[src/rtl/spi_modf_pkg.sv]
package spi_modf_pkg;

    typedef enum logic {
        ROLE_SLAVE  = 1'b0,
        ROLE_MASTER = 1'b1
    } role_e;

    typedef struct packed {
        logic sck_oe;
        logic mosi_oe;
        logic miso_oe;
    } pad_dir_t;

    localparam int unsigned SYNC_STAGES_DEF = 2;
    localparam logic        SS_IDLE         = 1'b1;

    // Pad direction decode: a faulted master releases everything.
    function automatic pad_dir_t pad_dirs(input role_e role, input logic fault);
        pad_dir_t d;
        if (role == ROLE_MASTER) begin
            d.sck_oe  = !fault;
            d.mosi_oe = !fault;
            d.miso_oe = 1'b0;
        end else begin
            d.sck_oe  = 1'b0;
            d.mosi_oe = 1'b0;
            d.miso_oe = 1'b1;
        end
        return d;
    endfunction

endpackage

[src/rtl/spi_modf_sync.sv]
module spi_modf_sync #(
    parameter int unsigned STAGES    = 2,
    parameter logic        RESET_VAL = 1'b1
) (
    input  logic clk,
    input  logic rst,
    input  logic async_in,
    output logic sync_out,
    output logic sync_prev
);
    logic [STAGES-1:0] chain;

    genvar g;
    generate
        for (g = 0; g < STAGES; g++) begin : g_stage
            if (g == 0) begin : g_first
                always_ff @(posedge clk) begin
                    if (rst) chain[0] <= RESET_VAL;
                    else     chain[0] <= async_in;
                end
            end else begin : g_next
                always_ff @(posedge clk) begin
                    if (rst) chain[g] <= RESET_VAL;
                    else     chain[g] <= chain[g-1];
                end
            end
        end
    endgenerate

    always_ff @(posedge clk) begin
        if (rst) sync_prev <= RESET_VAL;
        else     sync_prev <= chain[STAGES-1];
    end

    assign sync_out = chain[STAGES-1];

    assert_sync_idle_after_reset_R10: assert property (@(posedge clk)
        rst |=> (sync_out == RESET_VAL));

endmodule

[src/rtl/spi_modf_flag.sv]
module spi_modf_flag
    import spi_modf_pkg::*;
(
    input  logic  clk,
    input  logic  rst,
    input  role_e role,
    input  logic  fault_en,
    input  logic  ss_sync,
    input  logic  ss_prev,
    input  logic  xfer_busy,
    input  logic  status_rd,
    input  logic  ctrl_wr,
    output logic  flag
);
    logic ss_rise;
    logic cond_slave;
    logic cond_master;
    logic set_now;
    logic clr_now;
    logic armed;

    assign ss_rise     = ss_sync && !ss_prev;
    assign cond_slave  = (role == ROLE_SLAVE)  && xfer_busy && ss_rise;
    assign cond_master = (role == ROLE_MASTER) && !ss_sync;
    assign set_now     = fault_en && (cond_slave || cond_master);
    assign clr_now     = armed && ctrl_wr;

    // Arming: status read with the flag up, consumed by any control write.
    always_ff @(posedge clk) begin
        if (rst)          armed <= 1'b0;
        else if (ctrl_wr) armed <= 1'b0;
        else if (status_rd && flag) armed <= 1'b1;
    end

    always_ff @(posedge clk) begin
        if (rst)          flag <= 1'b0;
        else if (set_now) flag <= 1'b1;
        else if (clr_now) flag <= 1'b0;
    end

    assert_no_set_disabled_R5: assert property (@(posedge clk) disable iff (rst)
        (!fault_en && !flag) |=> !flag);

    assert_sticky_R6: assert property (@(posedge clk) disable iff (rst)
        (flag && !ctrl_wr) |=> flag);

    assert_master_low_R4: assert property (@(posedge clk) disable iff (rst)
        (fault_en && role == ROLE_MASTER && !ss_sync) |=> flag);

    assert_slave_rise_R3: assert property (@(posedge clk) disable iff (rst)
        (fault_en && role == ROLE_SLAVE && xfer_busy && ss_sync && !ss_prev) |=> flag);

    assert_lone_write_R7: assert property (@(posedge clk) disable iff (rst)
        (flag && ctrl_wr && !armed) |=> flag);

endmodule

[src/rtl/spi_modf_top.sv]
module spi_modf_top
    import spi_modf_pkg::*;
#(
    parameter int unsigned SYNC_STAGES = SYNC_STAGES_DEF
) (
    input  logic clk,
    input  logic rst,
    input  logic master_sel,
    input  logic fault_en,
    input  logic irq_en,
    input  logic ss_n_pin,
    input  logic xfer_busy,
    input  logic status_rd,
    input  logic ctrl_wr,
    output logic mode_fault,
    output logic irq,
    output logic sck_oe,
    output logic mosi_oe,
    output logic miso_oe
);
    role_e    role;
    logic     ss_sync;
    logic     ss_prev;
    pad_dir_t dirs;

    assign role = master_sel ? ROLE_MASTER : ROLE_SLAVE;

    spi_modf_sync #(
        .STAGES    (SYNC_STAGES),
        .RESET_VAL (SS_IDLE)
    ) u_sync (
        .clk       (clk),
        .rst       (rst),
        .async_in  (ss_n_pin),
        .sync_out  (ss_sync),
        .sync_prev (ss_prev)
    );

    spi_modf_flag u_flag (
        .clk       (clk),
        .rst       (rst),
        .role      (role),
        .fault_en  (fault_en),
        .ss_sync   (ss_sync),
        .ss_prev   (ss_prev),
        .xfer_busy (xfer_busy),
        .status_rd (status_rd),
        .ctrl_wr   (ctrl_wr),
        .flag      (mode_fault)
    );

    assign dirs    = pad_dirs(role, mode_fault);
    assign sck_oe  = dirs.sck_oe;
    assign mosi_oe = dirs.mosi_oe;
    assign miso_oe = dirs.miso_oe;
    assign irq     = mode_fault && irq_en;

    assert_release_on_fault_R8: assert property (@(posedge clk) disable iff (rst)
        (master_sel && mode_fault) |-> (!sck_oe && !mosi_oe && !miso_oe));

    assert_irq_follows_R9: assert property (@(posedge clk) disable iff (rst)
        irq == (mode_fault && irq_en));

    assert_reset_clear_R10: assert property (@(posedge clk)
        rst |=> (!mode_fault && !irq));

endmodule

[config.mk]
export PLATFORM = sky130hd
export DESIGN_NAME = spi_modf_top
export DESIGN_NICKNAME = d
export VERILOG_FILES = /design/src/rtl/spi_modf_pkg.sv /design/src/rtl/spi_modf_sync.sv /design/src/rtl/spi_modf_flag.sv /design/src/rtl/spi_modf_top.sv
export SDC_FILE = /design/constraint.sdc
export NUM_CORES = 1
export LEC_CHECK = 0
export ABC_AREA = 0
export BUFFER_PORTS_ARGS = -buffer_cell sky130_fd_sc_hd__buf_2
export CELL_PAD_IN_SITES_DETAIL_PLACEMENT = 1
export CELL_PAD_IN_SITES_GLOBAL_PLACEMENT = 2
export CORE_AREA = 5 5 42 44
export DETAILED_ROUTE_END_ITERATION = 7
export DIE_AREA = 0 0 47 49
export GPL_ROUTABILITY_DRIVEN = 0
export PLACE_DENSITY_LB_ADDON = 0.1
export RECOVER_POWER = 100
export SKIP_CTS_REPAIR_TIMING = 1
export SYNTH_ARGS = -nofsm -noshare
export SYNTH_HDL_FRONTEND = slang
export SYNTH_SLANG_ARGS = --single-unit
[constraint.sdc]
create_clock -name clk -period 1.1 [get_ports clk]
set_clock_uncertainty 0.1 [all_clocks]
set_input_delay 0 -clock clk [delete_from_list [all_inputs] [get_ports clk]]
set_output_delay 0 -clock clk [all_outputs]
set_load 0.05 [all_outputs]
==> results of run 1 <==
## layer usage
metal	global-route usage, %	part of all wire (%)	up-vias
met3	2.21	15	0
met4	4.15	0	0
met1	4.39	42	101
met5	0	0	-
li1	-	-	110
met2	5.66	43	11
## layout make-up
cell class / count / area [um2]
clock buffer: 4 / 26.3
fill: 178 / 1030
inverter: 2 / 7.51
multi-input combinational: 13 / 87.6
sequential: 5 / 101
tap: 16 / 20.0
timing repair buffer: 19 / 125
## registers in the layout, summed over array words and instances, names as in the netlist
| register | count |
|---|---|
| u_flag.armed | 1 |
| u_sync.chain | 1 |
| u_flag.flag | 1 |
| u_sync.sync_prev | 1 |
| u_sync.sync_out | 1 |
## placed cells by master (no fill, tap or decap), drive strengths merged
cell type	n
nand2	1
dfxtp	5
nor3	1
buf	8
nand3b	1
a21oi	2
and4bb	1
or2	3
and2	1
nor2	1
clkbuf	9
nand2b	1
inv	2
o21ai	1
dlygate4sd3	6
## worst min-delay path, delay by kind of cell
kind	cells	cell delay (ps)
buf+inv	1	70
simple gates	1	210
compound gates	2	160
## per-stage QoR
| stage | utilization (%) | std cells | instance area (um2) | hold slack (ps) | total power (uW) |
|---|---|---|---|---|---|
| after detailed placement | 20.1 | 49 | 282 | 84.0 | 265 |
| after floorplan | - | 21 | 204 | -23.2 | 241 |
| after global routing | 26.3 | 59 | 368 | 185 | 515 |
| after CTS | 22.0 | 53 | 308 | -170 | 480 |
| final | 26.3 | 59 | 368 | 134 | 484 |
| after global placement | 20.1 | 49 | 282 | 79.7 | 264 |
## cells by family after synthesis
logic type	count (synthesis)	share of synthesized area [%]
compound gates	3	7.74
buf+inv	3	7.74
simple gates	10	32.9
flops	5	51.6
## report_power, final
group | switching (uW) | leakage [uW] | internal, uW
sequential | 3.27 | 0.0000414 | 188
clock | 71.0 | 0.0000150 | 137
combinational | 47.5 | 0.000111 | 37.3
total | 122 | 0.000168 | 362
## worst paths after layout
path	slack, ps	depth (start not counted)	start	to
hold reg to reg	310	1	u_sync.chain[0]	u_sync.sync_out
setup / recovery	50	2	u_flag.flag	irq
hold / removal	130	4	xfer_busy	u_flag.flag
setup reg to reg	180	3	u_sync.sync_out	u_flag.flag
==> flow_summary.json, run 1 <==
{
  "antenna_left": 0,
  "start_util_pct": 13.8,
  "max_stage_delay_ps": 380,
  "antenna_found_initial": 0,
  "crit_buf_inv": 1,
  "critical_path_peak_fanout": 5,
  "synthArstFlopShare_pct": 0,
  "htree_levels": 1,
  "synth_top_area_share_pct": 51.6,
  "yosysTopAreaCell": "dfxtp_1",
  "startpoint_type": "flip-flop",
  "drcViolationCount": 0,
  "syn-num-nets": 30,
  "synth_edf_count": 0,
  "grt_max_degree": 7,
  "rows": 14,
  "rsz0062_at_grt": "false",
  "post-place-ws_ps": 169,
  "cts_root_buf": "clkbuf_4",
  "ys_types": 13,
  "grtUsageTotal_pct": 4.22,
  "crit_slowest_cell": "dfxtp_2",
  "finalSetupTns_ps": 0,
  "cp-end-kind": "primary output",
  "io_pins": 14,
  "irDropWorstVdd_v": 0.000532,
  "grt_pass1_wl_um": 648,
  "die_w_um": 47,
  "synth_sequential_area_ratio_pct": 51.6,
  "core_region_area_um2": 1400,
  "drive_gt1_share_pct": 48.8,
  "area_growth_pct": 89.7,
  "nets": 53,
  "grt_overflow": 0,
  "ys.flop_type": "dfxtp_1",
  "hold_class": "in2reg",
  "cts_buffer_depth": 2,
  "io_buffers": 13,
  "hold_viol_final": 0,
  "wl_per_cell_um": 8.44,
  "p_leak_uw": 0.000168,
  "netlist_instances": 21,
  "status": "complete, no violations",
  "powerDensity_nw_per_um2": 1320,
  "synth_warnings": 0,
  "maxClockFrequency_mhz": 949,
  "yosysMostFrequentCell": "dfxtp_1",
  "crit_family": "flip-flops",
  "cp.required_ps": 1000,
  "cts_made_buffers": 3,
  "critPathKind": "reg2out",
  "max_cap_viol_count": 0,
  "drv_slew": 0,
  "die_area_um2": 2300,
  "syn_avg_cell_area_um2": 9.24,
  "yosys-top-cells-count": "5 x dfxtp_1, 3 x or2_2, 2 x a21oi_1, 2 x inv_1",
  "wl_um": 498,
  "cp.arrival_ps": 950,
  "dp_hpwl_um": 381,
  "synth_area_leaders": "dfxtp_1 52%, or2_2 9.7%, and4bb_2 6.5%, a21oi_1 5.2%, buf_4 3.9%",
  "vias_per_cell": 3.76,
  "tightestPinTransition_ps": 595,
  "synth_area_um2": 194,
  "die_h_um": 49,
  "cp_cell_sequence": "and2_2, buf_4",
  "ys_seq_elements": 5,
  "clk_latency_ps": 230,
  "timing.slew.headroom_pct": 60.5,
  "period_share_pct": 95.8,
  "clock-sinks": 5,
  "drtIter0Drc": 0,
  "grt_pass1_vias": 182,
  "layout_min_cycle_time_ps": 1050,
  "setup_ws_ps": 46.0,
  "clk_pin_slew_worst_paths_ps": 40,
  "num_antenna_cells": 0,
  "dr_total_vias": 222,
  "setup-violations-final": 0,
  "cts_tree": "built",
  "dr.pass1.iters": 1
}
Power figures use the tool's default switching activity.
==> inputs of run 2 (changes only) <==
==> constraint.sdc (replaced) <==
create_clock -name clk -period 0.95 [get_ports clk]
set_clock_uncertainty 0.1 [all_clocks]
set_input_delay 0 -clock clk [delete_from_list [all_inputs] [get_ports clk]]
set_output_delay 0 -clock clk [all_outputs]
set_load 0.05 [all_outputs]
==> run 2 against run 1 <==
The run now ends with setup timing left. Via count is 3.6% lower. Die area stayed put. Critical endpoint unchanged. Combinational power rose by 30%. Setup slack worse by 90 ps. Critical path depth is the same. Cell count is the same. Clock power is 18% higher. Cell area rose by 7.8%.
==> flow_summary.json, run 2 (synthesis results as in run 1) <==
{
  "grt_overflow": 0,
  "final_cell_mix": "8 x buf_2, 6 x dlygate4sd3_1, 4 x dfxtp_1",
  "violations": "setup timing",
  "p_leak_uw": 0.000179,
  "core_region_area_um2": 1400,
  "grtUsageTotal_pct": 4.58,
  "clk_pin_slew_worst_paths_ps": 50,
  "cp_cell_sequence": "and2_4, buf_8",
  "min_to": "u_flag.flag",
  "critical_path_peak_fanout": 5,
  "max_cap_viol_count": 0,
  "setup_ws_ps": -43.9,
  "dr.pass1.iters": 2,
  "grt_max_degree": 7,
  "io_buffers": 13,
  "die_w_um": 47,
  "r2r_setup_slack_ps": 50,
  "multi_input_area_um2": 92.6,
  "hold_class": "in2reg",
  "cp-end-kind": "primary output",
  "num-fill-cells": 166,
  "post-place-ws_ps": 23.0,
  "htree_levels": 1,
  "drcViolationCount": 0,
  "fin_util_pct": 28.3,
  "cts_root_buf": "clkbuf_4",
  "cts_made_buffers": 3,
  "r2r_end": "u_flag.flag",
  "dr_total_vias": 214,
  "crit_buf_inv": 1,
  "vias_per_cell": 3.63,
  "cts_tree": "built",
  "die_h_um": 49,
  "grt_pass1_vias": 159,
  "hold_viol_final": 0,
  "antenna_left": 0,
  "layout_commonest_cell": "buf_2",
  "maxClockFrequency_mhz": 1010,
  "crit_family": "flip-flops",
  "status": "finished, violations left",
  "rsz0062_at_grt": "true",
  "startpoint_type": "flip-flop",
  "tightestPinTransition_ps": 595,
  "cp.required_ps": 850,
  "wl_um": 537,
  "period_share_pct": 105,
  "clock-sinks": 5,
  "holdPathStages": 4,
  "antenna_found_initial": 0,
  "r2r_start": "u_sync.sync_out",
  "die_area_um2": 2300,
  "hp-start": "xfer_busy",
  "powerDensity_nw_per_um2": 1450,
  "wl_per_cell_um": 9.10,
  "nets": 53,
  "layout_min_cycle_time_ps": 994,
  "rows": 14,
  "start_util_pct": 13.8,
  "max_stage_delay_ps": 370,
  "crit_slowest_cell": "dfxtp_4",
  "critPathKind": "reg2out",
  "drv_slew": 0,
  "setup-violations-final": 5,
  "cts_buffer_depth": 2,
  "area_growth_pct": 105,
  "drtIter0Drc": 1,
  "rr_worst_depth": 3,
  "drive_gt1_share_pct": 53.5,
  "clk_latency_ps": 240,
  "io_pins": 14,
  "irDropWorstVdd_v": 0.000730,
  "num_antenna_cells": 0,
  "timing.slew.headroom_pct": 60.5,
  "grt_pass1_wl_um": 627,
  "seqCellArea_um2": 104,
  "cp.arrival_ps": 890
}
run 2: changes by cell type in the layout (fill, tap and decap cells not counted), sizes merged:
| cell | change |
|---|---|
| buf | +3 |
| clkbuf | -3 |
run 2: stage by stage:
stage	area (um2)	hold WS [ps]	total power (uW)	TNS, ps	std cells
2_1_floorplan	210	-23.2	279	-58.5	21
3_3_place_gp	284	79.8	303	0	49
3_5_place_dp	284	85.5	304	0	49
4_1_cts	310	-174	563	-406	53
5_1_grt	397	132	621	-253	59
6_report	397	108	574	-101	59
run 2: worst register-to-register path: stages (launching register included):
cell and delay [ps]:
dfxtp_1 310, and4bb_2 230, a21oi_2 100, o21ai_1 60
run 2: area by class of cell:
cell class                 count  share of cell area, %
inverter                       2                   1.89
clock buffer                   4                   6.62
multi-input combinational     13                   23.3
timing repair buffer          19                   36.9
tap                           16                   5.05
sequential                     5                   26.2
run 2: routing by layer:
metal / wire (um) / up-vias / GRT usage [%]
met5: 0 / - / 0
met4: 0 / 0 / 4.15
met3: 94 / 0 / 5.90
met2: 236 / 13 / 4.75
met1: 205 / 90 / 4.19
li1: - / 111 / -
run 2: how the worst max path moves through the flow:
stage,from,to,slack [ps],cells after the start
after floorplan,u_flag.flag,sck_oe,-60,2
after CTS,u_flag.flag,irq,-160,2
after detailed placement,u_sync.sync_out,u_flag.flag,20,3
after global placement,u_sync.sync_out,u_flag.flag,40,3
final,u_flag.flag,irq,-40,2
after global routing,u_flag.flag,irq,-80,2
run 2: where the power goes:
part	total [uW]	internal [uW]	switching [uW]	leakage, uW
clock network	245	159	86.3	0.0000150
registers	219	215	3.80	0.0000417
logic	110	52.7	57.5	0.000122
total	574	427	148	0.000179
